`config.mk`:
```
export PLATFORM = sky130hd
export DESIGN_NAME = vic_nmi
export DESIGN_NICKNAME = d
export VERILOG_FILES = /design/src/rtl/vic_nmi.sv
export SDC_FILE = /design/constraint.sdc
export NUM_CORES = 1
export LEC_CHECK = 0
export BUFFER_PORTS_ARGS = -buffer_cell sky130_fd_sc_hd__buf_2
export CORE_AREA = 2 2 67 69
export DETAILED_ROUTE_END_ITERATION = 16
export DIE_AREA = 0 0 69 71
export GPL_TIMING_DRIVEN = 0
export PLACE_DENSITY = 0.61
export SYNTH_ARGS = -nofsm -noshare
export SYNTH_HDL_FRONTEND = slang
export SYNTH_SLANG_ARGS = --single-unit
```
`constraint.sdc`:
```
create_clock -name clk -period 2.1 [get_ports clk]
set_input_delay 0.105 -clock clk [delete_from_list [all_inputs] [get_ports clk]]
set_output_delay 0.105 -clock clk [all_outputs]
set_load 0.005 [all_outputs]
```
`src/rtl/vic_nmi.sv`:
```
module vic_nmi #(
  parameter logic [7:0] VEC_TB  = 8'h14,
  parameter logic [7:0] VEC_RTC = 8'h18
) (
  input  logic       clk,
  input  logic       rst_n,
  input  logic       reg_we,
  input  logic       reg_sel,
  input  logic [7:0] reg_wdata,
  input  logic       rd_sel,
  output logic [7:0] rd_data,
  input  logic       ext0_in,
  input  logic       ext1_in,
  input  logic [1:0] ext0_edge,
  input  logic [1:0] ext1_edge,
  input  logic       tmr0_ovf,
  input  logic       tmr1_ovf,
  input  logic       tbase_tick,
  input  logic       rtc_tick,
  input  logic       adc_busy,
  input  logic       stack_full,
  input  logic       insn_boundary,
  output logic       call_req,
  output logic [7:0] call_vector
);

  localparam logic [7:0] VEC_ADC = 8'h1C;
  localparam logic [7:0] R1_MASK = 8'h77;

  logic [7:0] ctl0, ctl1, nxt0, nxt1;
  logic       ext0_q, ext1_q, busy_q, ad_pend;
  logic [5:0] req, grant;
  logic [7:0] mvec;

  function automatic logic edge_hit(input logic [1:0] m, input logic cur, input logic prev);
    case (m)
      2'b00:   return prev & ~cur;
      2'b01:   return ~prev & cur;
      default: return prev ^ cur;
    endcase
  endfunction

  wire ext0_evt = edge_hit(ext0_edge, ext0_in, ext0_q);
  wire ext1_evt = edge_hit(ext1_edge, ext1_in, ext1_q);
  wire ad_fall  = busy_q & ~adc_busy;

  assign req = {ctl1[6] & ctl1[2], ctl1[5] & ctl1[1], ctl1[4] & ctl1[0],
                ctl0[6] & ctl0[3], ctl0[5] & ctl0[2], ctl0[4] & ctl0[1]};
  assign grant = req & (~req + 6'd1);

  wire take_nmi  = insn_boundary & ad_pend & ctl0[7];
  wire take_mask = insn_boundary & ~take_nmi & ctl0[0] & ~stack_full & (|req);

  always_comb begin
    unique case (1'b1)
      grant[0]: mvec = 8'h04;
      grant[1]: mvec = 8'h08;
      grant[2]: mvec = 8'h0C;
      grant[3]: mvec = 8'h10;
      grant[4]: mvec = VEC_TB;
      grant[5]: mvec = VEC_RTC;
      default:  mvec = 8'h00;
    endcase
  end

  always_comb begin
    nxt0 = ctl0;
    nxt1 = ctl1;
    if (reg_we && !reg_sel) nxt0 = reg_wdata;
    if (reg_we &&  reg_sel) nxt1 = reg_wdata & R1_MASK;
    if (take_mask) begin
      nxt0[0] = 1'b0;
      if (grant[0]) nxt0[4] = 1'b0;
      if (grant[1]) nxt0[5] = 1'b0;
      if (grant[2]) nxt0[6] = 1'b0;
      if (grant[3]) nxt1[4] = 1'b0;
      if (grant[4]) nxt1[5] = 1'b0;
      if (grant[5]) nxt1[6] = 1'b0;
    end
    if (ext0_evt)   nxt0[4] = 1'b1;
    if (ext1_evt)   nxt0[5] = 1'b1;
    if (tmr0_ovf)   nxt0[6] = 1'b1;
    if (tmr1_ovf)   nxt1[4] = 1'b1;
    if (tbase_tick) nxt1[5] = 1'b1;
    if (rtc_tick)   nxt1[6] = 1'b1;
  end

  always_ff @(posedge clk or negedge rst_n) begin
    if (!rst_n) begin
      ctl0        <= '0;
      ctl1        <= '0;
      ext0_q      <= 1'b0;
      ext1_q      <= 1'b0;
      busy_q      <= 1'b0;
      ad_pend     <= 1'b0;
      call_req    <= 1'b0;
      call_vector <= '0;
    end else begin
      ctl0     <= nxt0;
      ctl1     <= nxt1;
      ext0_q   <= ext0_in;
      ext1_q   <= ext1_in;
      busy_q   <= adc_busy;
      ad_pend  <= ctl0[7] & ((ad_pend & ~take_nmi) | ad_fall);
      call_req <= take_nmi | take_mask;
      if (take_nmi)       call_vector <= VEC_ADC;
      else if (take_mask) call_vector <= mvec;
    end
  end

  assign rd_data = rd_sel ? ctl1 : ctl0;

  a_r10_call_after_boundary: assert property (@(posedge clk) disable iff (!rst_n)
    call_req |-> $past(insn_boundary));

  a_r5_no_mask_when_full: assert property (@(posedge clk) disable iff (!rst_n)
    (call_req && call_vector != VEC_ADC) |-> !$past(stack_full));

  a_r6_gie_cleared: assert property (@(posedge clk) disable iff (!rst_n)
    (call_req && call_vector != VEC_ADC) |-> !ctl0[0]);

  a_r8_nmi_taken: assert property (@(posedge clk) disable iff (!rst_n)
    (insn_boundary && ad_pend && ctl0[7]) |=> (call_req && call_vector == VEC_ADC));

  a_r9_tmr0_set_wins: assert property (@(posedge clk) disable iff (!rst_n)
    tmr0_ovf |=> ctl0[6]);

  a_r9_rtc_set_wins: assert property (@(posedge clk) disable iff (!rst_n)
    rtc_tick |=> ctl1[6]);

  a_r2_unused_zero: assert property (@(posedge clk) disable iff (!rst_n)
    (ctl1[3] == 1'b0) && (ctl1[7] == 1'b0));

endmodule

```
Word level (Yosys, flattened, before mapping)
Index checks and enable logic that the tools add are counted.

Register bits: 27. Input bits: 26. Output and inout bits: 17. Logic and storage cells: 77.

Add/sub/neg operators: 1. Equality and inequality tests: 2. Muxes and demuxes: 23. Bitwise gates (word level): 32. Reductions and logical operators: 8.

Operator list (number): $pmux W5 S6 (1); $mux W8 (3); $and A1 B1 Y1 (19); $mux W7 (2); $mux W1 (13); $not A1 Y1 (7); $add A6 B1 Y6 const B (1); $and A6 B6 Y6 (1); $mux W3 (2); $not A6 Y6 (1); $reduce_or A6 Y1 (1); $eq A2 B1 Y1 const B (2); $logic_not A2 Y1 (2); $pmux W1 S2 (2); $reduce_bool A2 Y1 (2); $logic_and A1 B1 Y1 (2); $or A1 B1 Y1 (2); $xor A1 B1 Y1 (2); $logic_not A1 Y1 (1).

Depth between registers and ports, before layout
Gate-level depths: netlist (run 1).

Word-level depth: 9. Mapped depth: 6. Mapped depth without buffers: 6.

Worst setup path before layout (run 1)
No wires, ideal clock.

Kind: flip-flop to flip-flop. Start: register ctl0[6]. End: register call_vector[3]. Library setup time: 104 ps. Arrival: 1523 ps. Data required time: 1996 ps. Slack: 473 ps. Cell stages (with the launch flop): 5. Cells stage by stage: dfrtp_1 a222oi_1 nand3_1 and3_1 o311ai_1.

Longest elaborated chain between the ends: 7. Elaborated cells between the ends (all ways): 10. Those cells by class: add/sub (1); mux (3); bitwise (4); reduce/logical (2).

RTL lines: start, declared (line 30) `logic [7:0] ctl0, ctl1, nxt0, nxt1;`; start signal, assigned (line 99) `ctl0 <= nxt0;`; $and A1 B1 Y1 * (line 48) `ctl0[6] & ctl0[3], ctl0[5] & ctl0[2], ctl0[4] & ctl0[1]};`; $not A6 Y6 (line 49) `assign grant = req & (~req + 6'd1);`; $add A6 B1 Y6 (line 49); $and A6 B6 Y6 (line 49); $pmux W5 S6 (line 55) `unique case (1'b1)`; $mux W8 (line 107) `else if (take_mask) call_vector <= mvec;`; $mux W8 (line 106) `if (take_nmi) call_vector <= VEC_ADC;`; end signal, assigned (line 107); end, declared (line 24) `output logic [7:0] call_vector`.

Mark *: on every way between the ends. The rest lies on a longest branch, timed or not. The select of a mux whose other input is x is not followed. A chain may end at the register's enable or synchronous reset.

Final worst setup path (run 1)
Start: register ctl0[5]. End: register call_vector[3].

Same word-level chain as after synthesis.

==> implementation parameters, run 1 <==
Parameter                              Value

CTS
  H-tree lvl count    1
  Master cell of the clock root buffer    sky130_fd_sc_hd__clkbuf_8
  Deepest clock path buffer count    2
  CTS sink cnt    22
  CTS Buf Count    3
  Clock latency on the worst-skew pair    roughly 270 ps
  Number of post-CTS setup repair buffers    0
  Clock slew at the register clock pins of the worst setup and hold paths    roughly 80 ps
  Post-CTS sizing    0
  Clock tree from TritonCTS    yes

Yosys
  Number of enable-type register cells in the synthesized netlist    0
  Sequential share of the synthesized area    a little under half
  Leading register cell type out of synthesis    sky130_fd_sc_hd__dfrtp_1
  Synthesis Warnings    0
  Synthesized instance count    ~110
  Mean instance size in the synthesized netlist    around 11 um2
  Area share of the largest cell type after synthesis    between 40% and 50%
  Main area contributors after synthesis    sky130_fd_sc_hd__dfrtp_1, sky130_fd_sc_hd__mux2_2, sky130_fd_sc_hd__mux2i_1, sky130_fd_sc_hd__ha_1, sky130_fd_sc_hd__buf_4
  Library cell with the highest instance count after synthesis    sky130_fd_sc_hd__dfrtp_1
  Share of synthesized registers carrying an async set or reset    100.0%
  Syn Std Cell Area    ~0.0012 mm2
  Register bit count reported by yosys    22
  Cell taking the most area after synthesis    sky130_fd_sc_hd__dfrtp_1
  Most used standard cells in the synthesized netlist    sky130_fd_sc_hd__dfrtp_1, sky130_fd_sc_hd__mux2_2, sky130_fd_sc_hd__nand2_1
  Unique masters post-synth    31

Timing
  Shortest period the worst path allows    about 1900 ps
  Setup-failing EPs final    0
  Maximum clock frequency    520.2 MHz
  Number of pins exceeding their max-slew limit in the final report    0
  Setup Skew    slightly below 4 ps
  Remaining max-slew budget at the tightest pin    a little under three fifths
  Final TNS setup    0 ps
  Fin Hold WS    approximately 27 ps
  Final period utilization    91.54%
  Setup repair after global routing missed its margin    false
  Transition at the pin with the smallest max-transition slack    roughly 650 ps
  Hold Violations, Final    0

Drt
  Average via count per standard cell    between 4 and 5
  Remaining design rule violation count    0
  Vias after detailed routing    1008
  Number of detailed-routing iterations run before antenna repair    4
  Final routed wirelength across all metal layers    about 2800 um
  Antenna Nets Post-Route    0
  Routed length per placed instance    approximately 13 um
  Violation count after the first detailed-routing iteration    between 40 and 50

Power and ir drop
  Sequential Power Share    around 45%
  Total leakage power    0.7681 nW
  Total power divided by cell area    approximately 770 mW/mm2
  Clock network fraction of design power    32.6%
  Largest voltage drop on the vdd net    0.4419 mV
  Int Power    roughly 0.89 mW
  Share of total power in combinational logic    between 20% and 30%
  Power consumption    1.222 mW
  Sw frac    between 20 and 30%
  Net switching power figure    between 0.3 and 0.4 mW

Setup path
  Path depth of the worst reg2reg path    4
  Instance count on the critical path    4
  Number of buffers and inverters on the critical path    0
  Launching element type of the critical path    register
  Kind of cell with the highest combined delay on the critical path    compound AO/OA/AOI/OAI gates
  Cell breakdown of the critical path    a222oi_1 > nand3_1 > and3_1 > o311ai_1
  Largest stage delay on the critical path    slightly above 600 ps
  Critical path required time    2270 ps
  Capturing element type of the critical path    register
  Cell at the slowest stage of the critical path    sky130_fd_sc_hd__a222oi_1
  Largest fanout on the critical path    5
  Category of the critical setup timing path    reg -> reg
  Arrival time at the worst endpoint    around 2100 ps

Floorplan
  Starting utilization of the core area    28.72%
  Core outline area    about 0.0042 mm2
  FP Rows    24
  Total die area    around 0.005 mm2
  IO Count    43
  Vertical extent of the die    between 70 and 80 um
  Die Wd    69 um

Min path
  Hold Path Cell Cnt    2
  Type of the tightest min-delay check    in -> reg

Global routing
  Gr usage total    around an eighth
  Total congestion overflow after global routing    0
  Antenna violations before repair    0
  Global-route wire length before repair    approximately 4800 um
  Maximum number of pins on one net before global-route repair    23
  Vias in the first global route    1041

Run status
  Result of the run    complete, no violations

Placed design
  Final HPWL from detailed placement    2201 um
  Count of buffers from port buffering    36
  Gpl congestion    about 0.77
  Area post-placement    ~0.0015 mm2

Layout
  Layout net count    a little under 200
  Share of layout cells above drive strength 1    37.65%
  Synthesis-to-finish area growth    30.78%
  Ant diodes    0
  Final instance area    between 0.0015 and 0.002 mm2

Flow run
  Maximum capacitance violations    0
-- cells in the final DEF, fill, tap and decap left out, types with 4 or more instances in the layout --
| cell | count |
|---|---|
| sky130_fd_sc_hd__nor2b_1 | 5 |
| sky130_fd_sc_hd__nor2_1 | 4 |
| sky130_fd_sc_hd__mux2i_1 | 6 |
| sky130_fd_sc_hd__buf_4 | 5 |
| sky130_fd_sc_hd__dlygate4sd3_1 | 4 |
| sky130_fd_sc_hd__dfrtp_1 | 22 |
| sky130_fd_sc_hd__inv_1 | 7 |
| sky130_fd_sc_hd__nand2_1 | 10 |
| sky130_fd_sc_hd__mux2_2 | 15 |
| sky130_fd_sc_hd__conb_1 | 5 |
| sky130_fd_sc_hd__buf_2 | 36 |
| sky130_fd_sc_hd__ha_1 | 4 |
-- area by class of cell --
type                       instances  area, um2
fill                             454       2625
multi-input combinational         82      600.6
sequential                        22      550.5
timing repair buffer              40      220.2
tap                               52      65.06
buffer                             7      45.04
clock buffer                       3      41.29
clock inverter                     1      30.03
inverter                           7      26.28
-- flip-flops by register name, summed over array words and instances (netlist names) --
name	count
ctl0	8
ctl1	6
call_vector	3
ad_pend	1
busy_q	1
call_req	1
ext0_q	1
ext1_q	1
-- per-layer routing --
metal	routed length [um]	GRT usage, %
met5	0	0
met4	38	4.575
met3	125	0.9972
met2	1372	20.94
met1	1271	15.96
-- final timing paths --
| check | startpoint | endpoint | slack [ps] |
|---|---|---|---|
| max | ctl0[5] | call_vector[3] | 180 |
| min reg2reg | call_vector[4] | call_vector[4] | 530 |
| min in group asynchronous | rst_n | ctl1[1] | 330 |
| min | tbase_tick | ctl1[5] | 30 |
| max reg2reg | ctl0[5] | call_vector[3] | 180 |
| max in group asynchronous | rst_n | busy_q | 1430 |
-- cells by family after synthesis --
logic type | Yosys count | synth area share [%]
flops | 22 | 45.60
compound gates | 19 | 10.88
fa+ha+maj | 4 | 4.145
mux | 21 | 18.96
simple gates | 33 | 14.20
other cells | 1 | 0.3106
buf+inv | 14 | 5.908
-- stage by stage --
step           std cells  setup slack (ps)  utilization [%]
2_1_floorplan        118             472.8                -
3_3_place_gp         206             204.5            34.91
3_5_place_dp         206             183.8            34.91
4_1_cts              214             152.2            37.56
5_1_grt              214             17.72            37.56
6_report             214             177.6            37.56
-- power groups by stage --
| stage | Clock (mW) | Combinational [mW] | Sequential [mW] |
|---|---|---|---|
| floorplan | 0 | 0.162 | 0.542 |
| global placement | 0 | 0.272 | 0.551 |
| detailed placement | 0 | 0.278 | 0.554 |
| CTS | 0.408 | 0.286 | 0.545 |
| global route | 0.420 | 0.318 | 0.554 |
| finish | 0.398 | 0.280 | 0.544 |
-- worst register-to-register path, delay by kind of cell, from the launching register on --
family          cells  cell delay [ps]
simple gates        2              490
flops               1              440
compound gates      2              890
-- what timing repair did --
item	in CTS	in global routing
hold buffers	4	0
endpoints found under the setup margin	0	0
hold endpoints to repair	25	0
Power figures use the tool's default switching activity.
==> run 2, diff against run 1 <==
==> config.mk (replaced) <==
export PLATFORM = sky130hd
export DESIGN_NAME = vic_nmi
export DESIGN_NICKNAME = d
export VERILOG_FILES = /design/src/rtl/vic_nmi.sv
export SDC_FILE = /design/constraint.sdc
export NUM_CORES = 1
export LEC_CHECK = 0
export BUFFER_PORTS_ARGS = -buffer_cell sky130_fd_sc_hd__buf_2
export CORE_AREA = 2 2 54 56
export DETAILED_ROUTE_END_ITERATION = 16
export DIE_AREA = 0 0 56 58
export PLACE_DENSITY = 0.84
export SYNTH_ARGS = -nofsm -noshare
export SYNTH_HDL_FRONTEND = slang
export SYNTH_SLANG_ARGS = --single-unit
==> run 2 against run 1 <==
Sequential share of layout area grew 1.6 points. Core utilization rose by 19 points. Die area fell by 34%. Worst hold slack got worse by 10 ps. Clock power is 52% lower. Setup slack better by 200 ps. Sequential cell count stayed put. Clock skew barely moved. Non-clock buffer count down 1. Combinational power hardly changed. Register-to-register slack gained 200 ps. Design area decreased by 4.4%. Highest routed layer unchanged.
==> implementation parameters, run 2 (same netlist as run 1, synthesis figures left out) <==
Parameter                              Value

Layout
  Share of layout cells above drive strength 1    about 36%
  Fillers    between 200 and 250
  Share of the core filled with cells in the final layout    between 50% and 60%
  Synthesis-to-finish area growth    24.97%
  Number of cells in the finished layout apart from fillers    ~190
  Layout net count    between 150 and 200
  Register with the highest flop count    ctl0
  Ant diodes    0
  Final instance area    0.001509 mm2
  Number of flip-flops in the largest register    8
  Registers with the most flip-flops    ctl0 (8), ctl1 (6), call_vector (3)
  Commonest non-fill, non-tap cell in the layout    sky130_fd_sc_hd__buf_2
  Highest-count cells in the layout ignoring fill and taps    sky130_fd_sc_hd__buf_2, sky130_fd_sc_hd__dfrtp_1, sky130_fd_sc_hd__mux2_2, sky130_fd_sc_hd__nand2_1

Drt
  Routed length per placed instance    between 10 and 15 um
  Violation count after the first detailed-routing iteration    15
  Number of detailed-routing iterations run before antenna repair    4
  Antenna Nets Post-Route    0
  Average via count per standard cell    approximately 5.4
  Vias after detailed routing    1026
  Final routed wirelength across all metal layers    between 2000 and 3000 um
  Remaining design rule violation count    0

Floorplan
  IO Count    43
  Starting utilization of the core area    a little under half
  Core outline area    0.002663 mm2
  Die Wd    about 56 um
  FP Rows    19
  Vertical extent of the die    between 50 and 60 um
  Total die area    0.003248 mm2

Min path
  Startpoint of the lowest-slack hold path    reg_wdata[7]
  Type of the tightest min-delay check    in -> reg

Setup path
  Largest fanout on the critical path    5
  Capturing element type of the critical path    register
  Critical path required time    roughly 2300 ps
  Start of the worst register-to-register path    ctl0[6]
  Cell at the slowest stage of the critical path    sky130_fd_sc_hd__dfrtp_1
  Launching element type of the critical path    register
  Cell breakdown of the critical path    a222oi_1 > buf_4 > nand3_1 > and3_1 > o311ai_1
  Largest stage delay on the critical path    around 430 ps
  Arrival time at the worst endpoint    ~1900 ps
  Launching element of the worst setup path    ctl0[6]
  Category of the critical setup timing path    reg -> reg

Timing
  Shortest period the worst path allows    about 1700 ps
  Final TNS setup    0 ps
  Final worst setup slack    between 300 and 400 ps
  Setup-failing EPs final    0
  Final period utilization    roughly 82%
  Number of pins exceeding their max-slew limit in the final report    0
  Setup Skew    roughly 4.3 ps
  Maximum clock frequency    a little under 600 MHz
  Hold Violations, Final    0
  Setup repair after global routing missed its margin    false
  Fin Hold WS    ~17 ps

CTS
  Clock tree from TritonCTS    yes
  Master cell of the clock root buffer    sky130_fd_sc_hd__clkbuf_4
  Clock latency on the worst-skew pair    about 310 ps
  Deepest clock path buffer count    2
  Number of post-CTS setup repair buffers    0
  Clock slew at the register clock pins of the worst setup and hold paths    around 120 ps
  Post-CTS sizing    0
  H-tree lvl count    1
  CTS Buf Count    3
  CTS sink cnt    22

Flow run
  Maximum capacitance violations    0

Global routing
  Total congestion overflow after global routing    0
  Antenna violations before repair    0
  Global-route wire length before repair    approximately 4400 um
  Maximum number of pins on one net before global-route repair    23
  Gr usage total    17.16%
  Vias in the first global route    just over 1k

Placed design
  Gpl congestion    between 0.8 and 0.9
  Area post-placement    around 0.0014 mm2
  Count of buffers from port buffering    37
  Final HPWL from detailed placement    roughly 2100 um
  Worst setup slack after placement    ~400 ps
  Dpl cells    between 150 and 200

Power and ir drop
  Total leakage power    approximately 0.74 nW
  Largest voltage drop on the vdd net    between 0.5 and 0.6 mV
  Power consumption    1.023 mW
  Total power divided by cell area    ~680 mW/mm2

Run status
  Result of the run    complete, no violations
==> run 2: changes by cell type in the layout (fill, tap and decap cells not counted) <==
cell / change
sky130_fd_sc_hd__buf_4: -3
sky130_fd_sc_hd__buf_2: +1
sky130_fd_sc_hd__clkbuf_1: -2
sky130_fd_sc_hd__clkbuf_4: +3
sky130_fd_sc_hd__dlygate4sd3_1: +3
sky130_fd_sc_hd__clkbuf_8: -3
sky130_fd_sc_hd__bufinv_16: -1
==> run 2: worst paths after layout <==
path,endpoint,cells past startpoint,slack [ps]
min in group asynchronous,ext1_q,2,270
max reg2reg,call_vector[3],5,380
max,call_vector[3],5,380
min,ctl0[7],2,20
max in group asynchronous,ctl1[6],2,1500
min reg2reg,call_vector[4],2,550
==> run 2: layer usage <==
layer	GRT usage, %	vias up	part of all wire, %
met2	30.42	45	49
met4	6.463	0	0.94
met1	21.24	484	43
met5	0	-	0
met3	2.679	3	6.5
li1	-	494	-
==> run 2: critical path, delay by kind of cell (launching register included) <==
kind,cells,cell delay (ps)
buf+inv,1,190
compound gates,2,670
flops,1,430
simple gates,2,330
==> run 2: timing repair <==
action,in CTS,in global routing
hold buffers,6,1
setup endpoints to repair,0,0
endpoints found under the hold margin,27,1
==> run 2: area by class of cell <==
class,instances,area (um2),share of cell area (%)
Multi-Input combinational cell,82,600.6,39.80
Tap cell,31,38.79,2.570
Sequential cell,22,550.5,36.48
Timing Repair Buffer,46,270.3,17.91
Inverter,7,26.28,1.741
Clock buffer,3,22.52,1.493
==> run 2: report_power, final <==
group	switching, mW	internal, mW	leakage [nW]
sequential	0.0588	0.490	0.246
clock	0.125	0.0672	0.0138
combinational	0.130	0.153	0.483
total	0.314	0.709	0.743
